[src/rtl/hbus_pkg.sv]
package hbus_pkg;

  typedef enum logic [2:0] {
    ST_IDLE = 3'd0,
    ST_ARM  = 3'd1,
    ST_ADDR = 3'd2,
    ST_DATA = 3'd3,
    ST_GAP  = 3'd4
  } hb_state_e;

  localparam logic [1:0] PM_ALE_ONLY = 2'b00;
  localparam logic [1:0] PM_TWO_CS   = 2'b01;
  localparam logic [1:0] PM_FOUR_CS  = 2'b10;

  localparam int WS_CODE_W = 2;
  localparam int WS_CNT_W  = 4;

  // data-phase length in enabled cycles: 2*code + 2 - fine
  function automatic logic [WS_CNT_W-1:0] ws_cycles(
    input logic [WS_CODE_W-1:0] code,
    input logic                 fine
  );
    ws_cycles = {1'b0, code, 1'b0} + WS_CNT_W'(2) - WS_CNT_W'(fine);
  endfunction

endpackage

[src/rtl/hbus_wait_cfg.sv]
module hbus_wait_cfg
  import hbus_pkg::*;
(
  input  logic [WS_CODE_W-1:0] rd_code,
  input  logic                 rd_fine,
  input  logic [WS_CODE_W-1:0] wr_code,
  input  logic                 wr_fine,
  input  logic                 burst,
  output logic [WS_CNT_W-1:0]  rd_cycles,
  output logic [WS_CNT_W-1:0]  wr_cycles,
  output logic                 cfg_err
);

  assign rd_cycles = ws_cycles(rd_code, rd_fine);
  assign wr_cycles = ws_cycles(wr_code, wr_fine);

  // any stretch beyond the minimum single cycle clashes with burst
  assign cfg_err = burst &&
                   ((rd_cycles > WS_CNT_W'(1)) || (wr_cycles > WS_CNT_W'(1)));

endmodule

[src/rtl/hbus_cs_decode.sv]
module hbus_cs_decode
  import hbus_pkg::*;
#(
  parameter int NUM_CS = 4,
  localparam int IDX_W = (NUM_CS > 1) ? $clog2(NUM_CS) : 1
) (
  input  logic [1:0]        pin_mode,
  input  logic [IDX_W-1:0]  idx,
  output logic [NUM_CS-1:0] sel
);

  for (genvar g = 0; g < NUM_CS; g++) begin : g_sel
    if (g < 2) begin : g_low
      assign sel[g] = (pin_mode == PM_FOUR_CS) ? (idx == IDX_W'(g)) :
                      (pin_mode == PM_TWO_CS)  ? (idx[0] == 1'(g))  :
                                                 1'b0;
    end else begin : g_high
      assign sel[g] = (pin_mode == PM_FOUR_CS) && (idx == IDX_W'(g));
    end
  end

endmodule

[src/rtl/hbus_seq.sv]
module hbus_seq
  import hbus_pkg::*;
#(
  parameter int BUS_W  = 16,
  parameter int NUM_CS = 4
) (
  input  logic                clk,
  input  logic                rst_n,
  input  logic                bus_ce,
  input  logic                req_valid,
  input  logic                req_write,
  input  logic [BUS_W-1:0]    req_addr,
  input  logic [BUS_W-1:0]    req_wdata,
  input  logic [NUM_CS-1:0]   req_sel,
  input  logic [WS_CNT_W-1:0] req_cycles,
  output logic                req_ready,
  output logic                rsp_valid,
  output logic [BUS_W-1:0]    rsp_rdata,
  input  logic [BUS_W-1:0]    bus_in,
  output logic [BUS_W-1:0]    bus_out,
  output logic                bus_oe,
  output logic                ale,
  output logic                rd_n,
  output logic                wr_n,
  output logic [NUM_CS-1:0]   cs_n
);

  hb_state_e            state_q;
  logic [BUS_W-1:0]     addr_q;
  logic [BUS_W-1:0]     wdata_q;
  logic                 write_q;
  logic [NUM_CS-1:0]    sel_q;
  logic [WS_CNT_W-1:0]  cnt_q;

  always_ff @(posedge clk or negedge rst_n) begin
    if (!rst_n) begin
      state_q   <= ST_IDLE;
      addr_q    <= '0;
      wdata_q   <= '0;
      write_q   <= 1'b0;
      sel_q     <= '0;
      cnt_q     <= '0;
      rsp_valid <= 1'b0;
      rsp_rdata <= '0;
    end else begin
      rsp_valid <= 1'b0;
      unique case (state_q)
        ST_IDLE: begin
          if (req_valid) begin
            addr_q  <= req_addr;
            wdata_q <= req_wdata;
            write_q <= req_write;
            sel_q   <= req_sel;
            cnt_q   <= req_cycles - WS_CNT_W'(1);
            state_q <= ST_ARM;
          end
        end
        ST_ARM: begin
          if (bus_ce) state_q <= ST_ADDR;
        end
        ST_ADDR: begin
          if (bus_ce) state_q <= ST_DATA;
        end
        ST_DATA: begin
          if (bus_ce) begin
            if (cnt_q == '0) begin
              state_q   <= ST_GAP;
              rsp_valid <= 1'b1;
              if (!write_q) rsp_rdata <= bus_in;
            end else begin
              cnt_q <= cnt_q - WS_CNT_W'(1);
            end
          end
        end
        ST_GAP: begin
          if (bus_ce) state_q <= ST_IDLE;
        end
        default: state_q <= ST_IDLE;
      endcase
    end
  end

  logic in_addr, in_data;
  assign in_addr   = (state_q == ST_ADDR);
  assign in_data   = (state_q == ST_DATA);

  assign req_ready = (state_q == ST_IDLE);
  assign ale       = in_addr;
  assign bus_oe    = in_addr || (in_data && write_q);
  assign bus_out   = in_addr ? addr_q : wdata_q;
  assign rd_n      = !(in_data && !write_q);
  assign wr_n      = !(in_data && write_q);
  assign cs_n      = (in_addr || in_data) ? ~sel_q : '1;

endmodule

[src/rtl/hbus_mux_engine.sv]
module hbus_mux_engine
  import hbus_pkg::*;
#(
  parameter int BUS_W  = 16,
  parameter int NUM_CS = 4,
  localparam int IDX_W = (NUM_CS > 1) ? $clog2(NUM_CS) : 1
) (
  input  logic              clk,
  input  logic              rst_n,
  input  logic              bus_ce,
  input  logic [1:0]        cfg_pin_mode,
  input  logic [1:0]        cfg_rd_ws,
  input  logic              cfg_rd_fine,
  input  logic [1:0]        cfg_wr_ws,
  input  logic              cfg_wr_fine,
  input  logic              cfg_burst,
  output logic              cfg_err,
  input  logic              req_valid,
  output logic              req_ready,
  input  logic              req_write,
  input  logic [IDX_W-1:0]  req_cs,
  input  logic [BUS_W-1:0]  req_addr,
  input  logic [BUS_W-1:0]  req_wdata,
  output logic              rsp_valid,
  output logic [BUS_W-1:0]  rsp_rdata,
  input  logic [BUS_W-1:0]  hb_ad_in,
  output logic [BUS_W-1:0]  hb_ad_out,
  output logic              hb_ad_oe,
  output logic              hb_ale,
  output logic              hb_rd_n,
  output logic              hb_wr_n,
  output logic [NUM_CS-1:0] hb_cs_n
);

  logic [WS_CNT_W-1:0] rd_cycles, wr_cycles, sel_cycles;
  logic [NUM_CS-1:0]   req_sel;

  hbus_wait_cfg u_wait (
    .rd_code   (cfg_rd_ws),
    .rd_fine   (cfg_rd_fine),
    .wr_code   (cfg_wr_ws),
    .wr_fine   (cfg_wr_fine),
    .burst     (cfg_burst),
    .rd_cycles (rd_cycles),
    .wr_cycles (wr_cycles),
    .cfg_err   (cfg_err)
  );

  hbus_cs_decode #(.NUM_CS(NUM_CS)) u_csdec (
    .pin_mode (cfg_pin_mode),
    .idx      (req_cs),
    .sel      (req_sel)
  );

  assign sel_cycles = req_write ? wr_cycles : rd_cycles;

  hbus_seq #(.BUS_W(BUS_W), .NUM_CS(NUM_CS)) u_seq (
    .clk        (clk),
    .rst_n      (rst_n),
    .bus_ce     (bus_ce),
    .req_valid  (req_valid),
    .req_write  (req_write),
    .req_addr   (req_addr),
    .req_wdata  (req_wdata),
    .req_sel    (req_sel),
    .req_cycles (sel_cycles),
    .req_ready  (req_ready),
    .rsp_valid  (rsp_valid),
    .rsp_rdata  (rsp_rdata),
    .bus_in     (hb_ad_in),
    .bus_out    (hb_ad_out),
    .bus_oe     (hb_ad_oe),
    .ale        (hb_ale),
    .rd_n       (hb_rd_n),
    .wr_n       (hb_wr_n),
    .cs_n       (hb_cs_n)
  );

endmodule

[config.mk]
export PLATFORM = sky130hd
export DESIGN_NAME = hbus_mux_engine
export DESIGN_NICKNAME = d
export VERILOG_FILES = /design/src/rtl/hbus_pkg.sv /design/src/rtl/hbus_wait_cfg.sv /design/src/rtl/hbus_cs_decode.sv /design/src/rtl/hbus_seq.sv /design/src/rtl/hbus_mux_engine.sv
export SDC_FILE = /design/constraint.sdc
export NUM_CORES = 1
export LEC_CHECK = 0
export ABC_CLOCK_PERIOD_IN_PS = 3950
export BUFFER_PORTS_ARGS = -buffer_cell sky130_fd_sc_hd__buf_2
export CAP_MARGIN = 10
export CORE_ASPECT_RATIO = 1.25
export CORE_MARGIN = 2
export CORE_UTILIZATION = 54
export DETAILED_ROUTE_END_ITERATION = 7
export HOLD_SLACK_MARGIN = 0.06
export PLACE_DENSITY_LB_ADDON = 0.05
export RECOVER_POWER = 50
export SYNTH_ARGS = -nofsm -noshare
export SYNTH_HDL_FRONTEND = slang
export SYNTH_SLANG_ARGS = --single-unit
[constraint.sdc]
create_clock -name clk -period 3.95 [get_ports clk]
set_input_delay 0 -clock clk [delete_from_list [all_inputs] [get_ports clk]]
set_output_delay 0 -clock clk [all_outputs]
set_load 0.005 [all_outputs]
==> results of run 1 <==
-- critical path, stage by stage, from the launching register on --
cell and delay [ns]:
dfrtp_1 0.53, nor2b_1 0.45, nor2b_2 0.87, mux2_2 0.42, buf_2 0.13
-- path summary, 6_finish.rpt --
check                                       to  slack (ns)  cells past startpoint
min in group asynchronous  u_seq.rsp_rdata[12]        0.66                      3
hold / removal                   u_seq.write_q        0.07                      3
setup reg to reg            u_seq.rsp_rdata[4]        1.79                      4
hold reg to reg                u_seq.addr_q[3]        0.47                      2
max in group asynchronous       u_seq.sel_q[2]        2.40                      3
setup / recovery                 hb_ad_out[13]        1.21                      4
-- registers in the layout (all words and copies together) (netlist names) --
| register | flops |
|---|---|
| u_seq.addr_q | 16 |
| u_seq.cnt_q | 4 |
| u_seq.rsp_rdata | 16 |
| u_seq.rsp_valid | 1 |
| u_seq.sel_q | 4 |
| u_seq.state_q | 3 |
| u_seq.wdata_q | 16 |
| u_seq.write_q | 1 |
-- area by class of cell --
| type | count | area, sq um |
|---|---|---|
| Clock buffer | 11 | 131 |
| Clock inverter | 5 | 75.1 |
| Fill cell | 364 | 1070 |
| Inverter | 14 | 52.6 |
| Multi-Input combinational cell | 211 | 1360 |
| Sequential cell | 61 | 1530 |
| Tap cell | 64 | 80.1 |
| Timing Repair Buffer | 166 | 1110 |
-- layer usage --
metal | part of all wire [%] | GRT usage, % | vias up
met2 | 55 | 48.8 | 86
met5 | 0 | 0 | -
li1 | - | - | 1320
met4 | 1.0 | 6.86 | 0
met3 | 4.6 | 6.21 | 6
met1 | 40 | 31.4 | 1304
-- cell families (layout without fill, tap and decap cells) --
group / after synthesis / after routing
xor+xnor: 2 / 2
simple gates: 141 / 141
fa+ha+maj: 9 / 9
compound gates: 22 / 22
buf+inv: 29 / 196
flops: 61 / 61
mux: 37 / 37
-- per-stage QoR --
stage	hold WS (ns)	instances
6_report	0.0711	532
5_1_grt	0.119	532
4_1_cts	0.0683	532
3_5_place_dp	0.193	459
3_3_place_gp	0.189	459
2_1_floorplan	-0.296	301
-- synthesized netlist by cell type, drive strengths merged (3+ instances only) --
| master | n | area, sq um |
|---|---|---|
| nor3 | 4 | 20.0 |
| nor4b | 3 | 26.3 |
| inv | 14 | 52.6 |
| nor2 | 4 | 15.0 |
| nand3 | 4 | 20.0 |
| o211ai | 4 | 30.0 |
| dfrtp | 61 | 1530 |
| a21oi | 4 | 20.0 |
| nand2 | 111 | 417 |
| mux2i | 3 | 30.0 |
| ha | 9 | 113 |
| buf | 10 | 80.1 |
| nor2b | 3 | 18.8 |
| mux2 | 34 | 420 |
| clkbuf | 5 | 18.8 |
| nand3b | 4 | 42.5 |
-- where the power goes --
group / internal (mW) / switching, mW / leakage [nW]
Sequential: 0.887 / 0.187 / 0.769
Clock: 0.352 / 0.226 / 0.107
Combinational: 0.553 / 0.452 / 1.42
==> flow_metrics.env, run 1 <==
export IMPL_status="finished with violations"
export IMPL_violations="max-capacitance violations"
export IMPL_post_cts_resized=0
export IMPL_startpoint="u_seq.state_q[1]"
export IMPL_synthDistinctLibCells=38
export IMPL_drv_cap=1
export IMPL_synth_top_family_by_area="simple AND/OR/NAND/NOR gates"
export IMPL_drive_above_1_share_pct=32.9
export IMPL_dieArea_sq_um=6230
export IMPL_worstPathArrival_ns=2.74
export IMPL_final_setup_worst_slack_ns=1.21
export IMPL_slew_headroom_pct=0.710
export IMPL_totalPowerFinal_mw=2.66
export IMPL_cts_buffers=9
export IMPL_fin_crit_sh_pct=69.3
export IMPL_row_count=30
export IMPL_dr_pass1_iters=6
export IMPL_wire_per_inst_microns=14.6
export IMPL_crit_path_max_fanout=18
export IMPL_ys_async_sr_fraction_pct=100
export IMPL_post_cts_buffers=0
export IMPL_tightest_slew_ns=1.49
export IMPL_antenna_found_initial=0
export IMPL_fin_crit_ns=2.74
export IMPL_synthXorXnorAreaFrac_pct=0.579
export IMPL_r2r_start="u_seq.state_q[0]"
export IMPL_avgViaCountPerCell=5.11
export IMPL_irDropWorstVdd_uv=400
export IMPL_yosysSeqAreaShare_pct=50.4
export IMPL_mostFrequentLayoutCells="nand2_1, buf_2, dfrtp_1"
export IMPL_avgSynthCellArea_sq_um=10.1
export IMPL_clk_insertion_delay_late_ns=0.33
export IMPL_chipWidth_microns=71.0
export IMPL_crit_path_start_kind="register"
export IMPL_synth_ff_type="dfrtp_1"
export IMPL_vias=2716
export IMPL_dp_slack_ns=1.61
export IMPL_fin_util_pct=80.2
export IMPL_grt_pass1_vias=2759
export IMPL_worst_hold_path_type="in -> reg"
export IMPL_worstHoldStart="req_write"
export IMPL_muxShareOfSynthArea_pct=14.9
export IMPL_initial_core_util_pct=56.0
export IMPL_synth_adder_area_share_pct=3.72
export IMPL_fin_worst_skew_ns=0.00963
export IMPL_final_common_cell="nand2_1"
export IMPL_grt_use_total_pct=26.6
export IMPL_final_cell_area_sq_um=4330
export IMPL_synthSimpleGateAreaFrac_pct=20.4
export IMPL_cp_required_ns=3.95
export IMPL_drtAntennaViolNets=0
export IMPL_p_leak_nw=2.30
export IMPL_portBuffers=106
export IMPL_setup_tns_final_ns=0
export IMPL_setup_violations=0
export IMPL_num_nets_final=536
export IMPL_num_io_pins=107
export IMPL_drt_iter0_drc=172
export IMPL_overflow=0
export IMPL_grt_pass1_wl_microns=12800
export IMPL_cts_hold_fix_buffers=57
export IMPL_synth_edf_count=0
export IMPL_route_detailed_drc=0
export IMPL_clkSlewWorstSetupHoldPaths_ns=0.06
export IMPL_n_antenna_cell=0
export IMPL_cts_sinks=61
export IMPL_htreeDepth=3
export IMPL_grt_start_max_net_pins=62
export IMPL_grt_setup_unrepaired="no"
export IMPL_syn_instance_count=301
export IMPL_slew_violations=0
export IMPL_core_sq_um=5410
export IMPL_hold_viol=0
export IMPL_worstSetupPathType="reg -> out"
export IMPL_dpl_hpwl_microns=4380
export IMPL_cts_root_buf="clkbuf_8"
export IMPL_fp_dieH_microns=87.7
export IMPL_syn_num_nets=374
export IMPL_power_density_nw_per_um2=613
export IMPL_netlist_area_sq_um=3030
export IMPL_yosys_register_bits=61
export IMPL_cts_buffer_depth=2
export IMPL_yosys_warnings=0
export IMPL_gp_congestion=0.761
export IMPL_place_area_sq_um=3570
export IMPL_fmax_ghz=0.365
export IMPL_synth_compound_area_share_pct=5.04
export IMPL_cts_tree="done"
export IMPL_totalWireLength_microns=7790
export IMPL_cp_end_kind="primary output"
export IMPL_syn_to_final_growth_pct=43.1
Note: power is estimated with default switching activity, not from simulation.
==> run 2, diff against run 1 <==
--- a/config.mk
+++ b/config.mk
@@ -5,12 +5,12 @@
 export SDC_FILE = /design/constraint.sdc
 export NUM_CORES = 1
 export LEC_CHECK = 0
-export ABC_CLOCK_PERIOD_IN_PS = 3950
+export ABC_CLOCK_PERIOD_IN_PS = 2800
 export BUFFER_PORTS_ARGS = -buffer_cell sky130_fd_sc_hd__buf_2
 export CAP_MARGIN = 10
 export CORE_ASPECT_RATIO = 1.25
 export CORE_MARGIN = 2
-export CORE_UTILIZATION = 54
+export CORE_UTILIZATION = 50
 export DETAILED_ROUTE_END_ITERATION = 7
 export HOLD_SLACK_MARGIN = 0.06
 export PLACE_DENSITY_LB_ADDON = 0.05
==> constraint.sdc (replaced) <==
create_clock -name clk -period 2.8 [get_ports clk]
set_input_delay 0 -clock clk [delete_from_list [all_inputs] [get_ports clk]]
set_output_delay 0 -clock clk [all_outputs]
set_load 0.005 [all_outputs]
==> flow_metrics.env, run 2 (synthesis gave the netlist of run 1 again) <==
export IMPL_grt_pass1_vias=2744
export IMPL_cts_root_buf="clkbuf_8"
export IMPL_mostFrequentLayoutCells="nand2_1, buf_2, dfrtp_1"
export IMPL_worstHoldStart="req_write"
export IMPL_slew_headroom_pct=13.3
export IMPL_p_sw_mw=1.21
export IMPL_drv_cap=0
export IMPL_slew_violations=0
export IMPL_initial_core_util_pct=52.0
export IMPL_clkSlewWorstSetupHoldPaths_ns=0.06
export IMPL_swShare_pct=33.0
export IMPL_place_area_sq_um=3600
export IMPL_setup_tns_final_ns=0
export IMPL_cts_buffer_depth=2
export IMPL_worst_hold_path_type="in -> reg"
export IMPL_reg_top3="u_seq.addr_q: 16 flops, u_seq.rsp_rdata: 16 flops, u_seq.wdata_q: 16 flops"
export IMPL_crit_path_max_fanout=18
export IMPL_chipWidth_microns=73.6
export IMPL_n_antenna_cell=0
export IMPL_tightest_slew_ns=1.30
export IMPL_final_cell_area_sq_um=4340
export IMPL_grt_pass1_wl_microns=12900
export IMPL_drive_above_1_share_pct=32.6
export IMPL_grt_setup_unrepaired="no"
export IMPL_clk_insertion_delay_late_ns=0.33
export IMPL_overflow=0
export IMPL_p_leak_nw=2.29
export IMPL_p_int_mw=2.46
export IMPL_r2r_start="u_seq.state_q[0]"
export IMPL_core_sq_um=5820
export IMPL_totalPowerFinal_mw=3.68
export IMPL_r2r_setup_slack_ns=0.67
export IMPL_wire_per_inst_microns=14.2
export IMPL_totalWireLength_microns=7610
export IMPL_drtAntennaViolNets=0
export IMPL_fin_worst_skew_ns=0.00836
export IMPL_drt_iter0_drc=115
export IMPL_power_density_nw_per_um2=847
export IMPL_status="completed"
export IMPL_crit_path_start_kind="register"
export IMPL_worstSetupPathType="reg -> out"
export IMPL_hold_viol=0
export IMPL_gp_congestion=0.859
export IMPL_irDropWorstVdd_uv=554
export IMPL_row_count=31
export IMPL_vias=2671
export IMPL_antenna_found_initial=0
export IMPL_fin_crit_sh_pct=84.2
export IMPL_route_detailed_drc=0
export IMPL_fin_crit_ns=2.36
export IMPL_dr_pass1_iters=4
export IMPL_holdPathEnd="u_seq.write_q"
export IMPL_avgViaCountPerCell=4.98
export IMPL_grt_use_total_pct=25.1
export IMPL_num_io_pins=107
export IMPL_p_comb_share_pct=39.0
export IMPL_clkPwrFrac_pct=20.3
export IMPL_grt_start_max_net_pins=25
export IMPL_portBuffers=106
export IMPL_fillCellCount=459
export IMPL_cp_required_ns=2.80
export IMPL_fmax_ghz=0.424
export IMPL_dpl_hpwl_microns=4770
export IMPL_whs_path_depth=3
export IMPL_dieArea_sq_um=6700
export IMPL_p_seq_share_pct=40.8
export IMPL_worstPathArrival_ns=2.36
export IMPL_cts_buffers=9
export IMPL_cts_sinks=61
export IMPL_cts_tree="done"
export IMPL_syn_to_final_growth_pct=43.3
export IMPL_num_nets_final=540
export IMPL_fp_dieH_microns=91.0
export IMPL_cp_end_kind="primary output"
export IMPL_setup_violations=0
export IMPL_final_common_cell="nand2_1"
export IMPL_worstRegToRegCells=4
export IMPL_r2r_end="u_seq.rsp_rdata[0]"
export IMPL_htreeDepth=3
==> run 2: worst max path at each step <==
stage                startpoint             endpoint  cells past startpoint
3_3_place_gp   u_seq.state_q[0]   u_seq.rsp_rdata[4]                      4
3_5_place_dp   u_seq.state_q[0]  u_seq.rsp_rdata[10]                      4
2_1_floorplan  u_seq.state_q[2]   u_seq.rsp_rdata[0]                      7
5_1_grt                   rst_n       u_seq.sel_q[0]                      3
4_1_cts        u_seq.state_q[1]         hb_ad_out[7]                      5
6_report       u_seq.state_q[1]        hb_ad_out[12]                      5
==> run 2: worst max-delay path, cell delays in order, from the launching register on <==
cell and delay (ns):
dfrtp_1 0.53, nor2b_1 0.47, nor2b_2 0.23, buf_4 0.28, mux2_2 0.38, buf_2 0.14
==> run 2: repair_timing <==
| action | 4_1_cts | 5_1_grt |
|---|---|---|
| endpoints found under the hold margin | 91 | 0 |
| resized for setup | 0 | 0 |
| hold buffers | 57 | 0 |
| setup buffers | 0 | 0 |
==> run 2: metrics by stage <==
stage	setup WS [ns]	util, %	instances	hold WS [ns]
finish	0.442	74.6	536	0.0857
global route	0.205	74.6	536	0.123
CTS	0.444	75.0	536	0.0719
detailed placement	0.683	61.9	465	-0.0306
global placement	0.747	61.9	465	-0.0413
floorplan	0.979	-	301	-0.296
==> run 2: routing by layer <==
metal,part of all wire (%),global-route usage (%),vias to the layer above
met5,0,0,-
met4,2.0,10.3,0
met3,4.2,4.33,13
met2,51,42.6,75
met1,43,30.7,1260
li1,-,-,1323
==> run 2: area by class of cell <==
type,count,area (sq um),share of cell area (%)
Multi-Input combinational cell,211,1360,31.3
Clock buffer,10,138,3.17
Clock inverter,4,50.0,1.15
Timing Repair Buffer,170,1130,26.1
Sequential cell,61,1530,35.2
Inverter,14,52.6,1.21
Tap cell,66,82.6,1.90
==> run 2: power by group through the flow <==
| stage | Clock (mW) | Combinational, mW | Sequential [mW] |
|---|---|---|---|
| after CTS | 0.765 | 1.44 | 1.49 |
| final | 0.744 | 1.43 | 1.50 |
| after detailed placement | 0 | 1.36 | 1.51 |
| after floorplan | 0 | 0.898 | 1.43 |
| after global routing | 0.805 | 1.60 | 1.54 |
| after global placement | 0 | 1.34 | 1.49 |
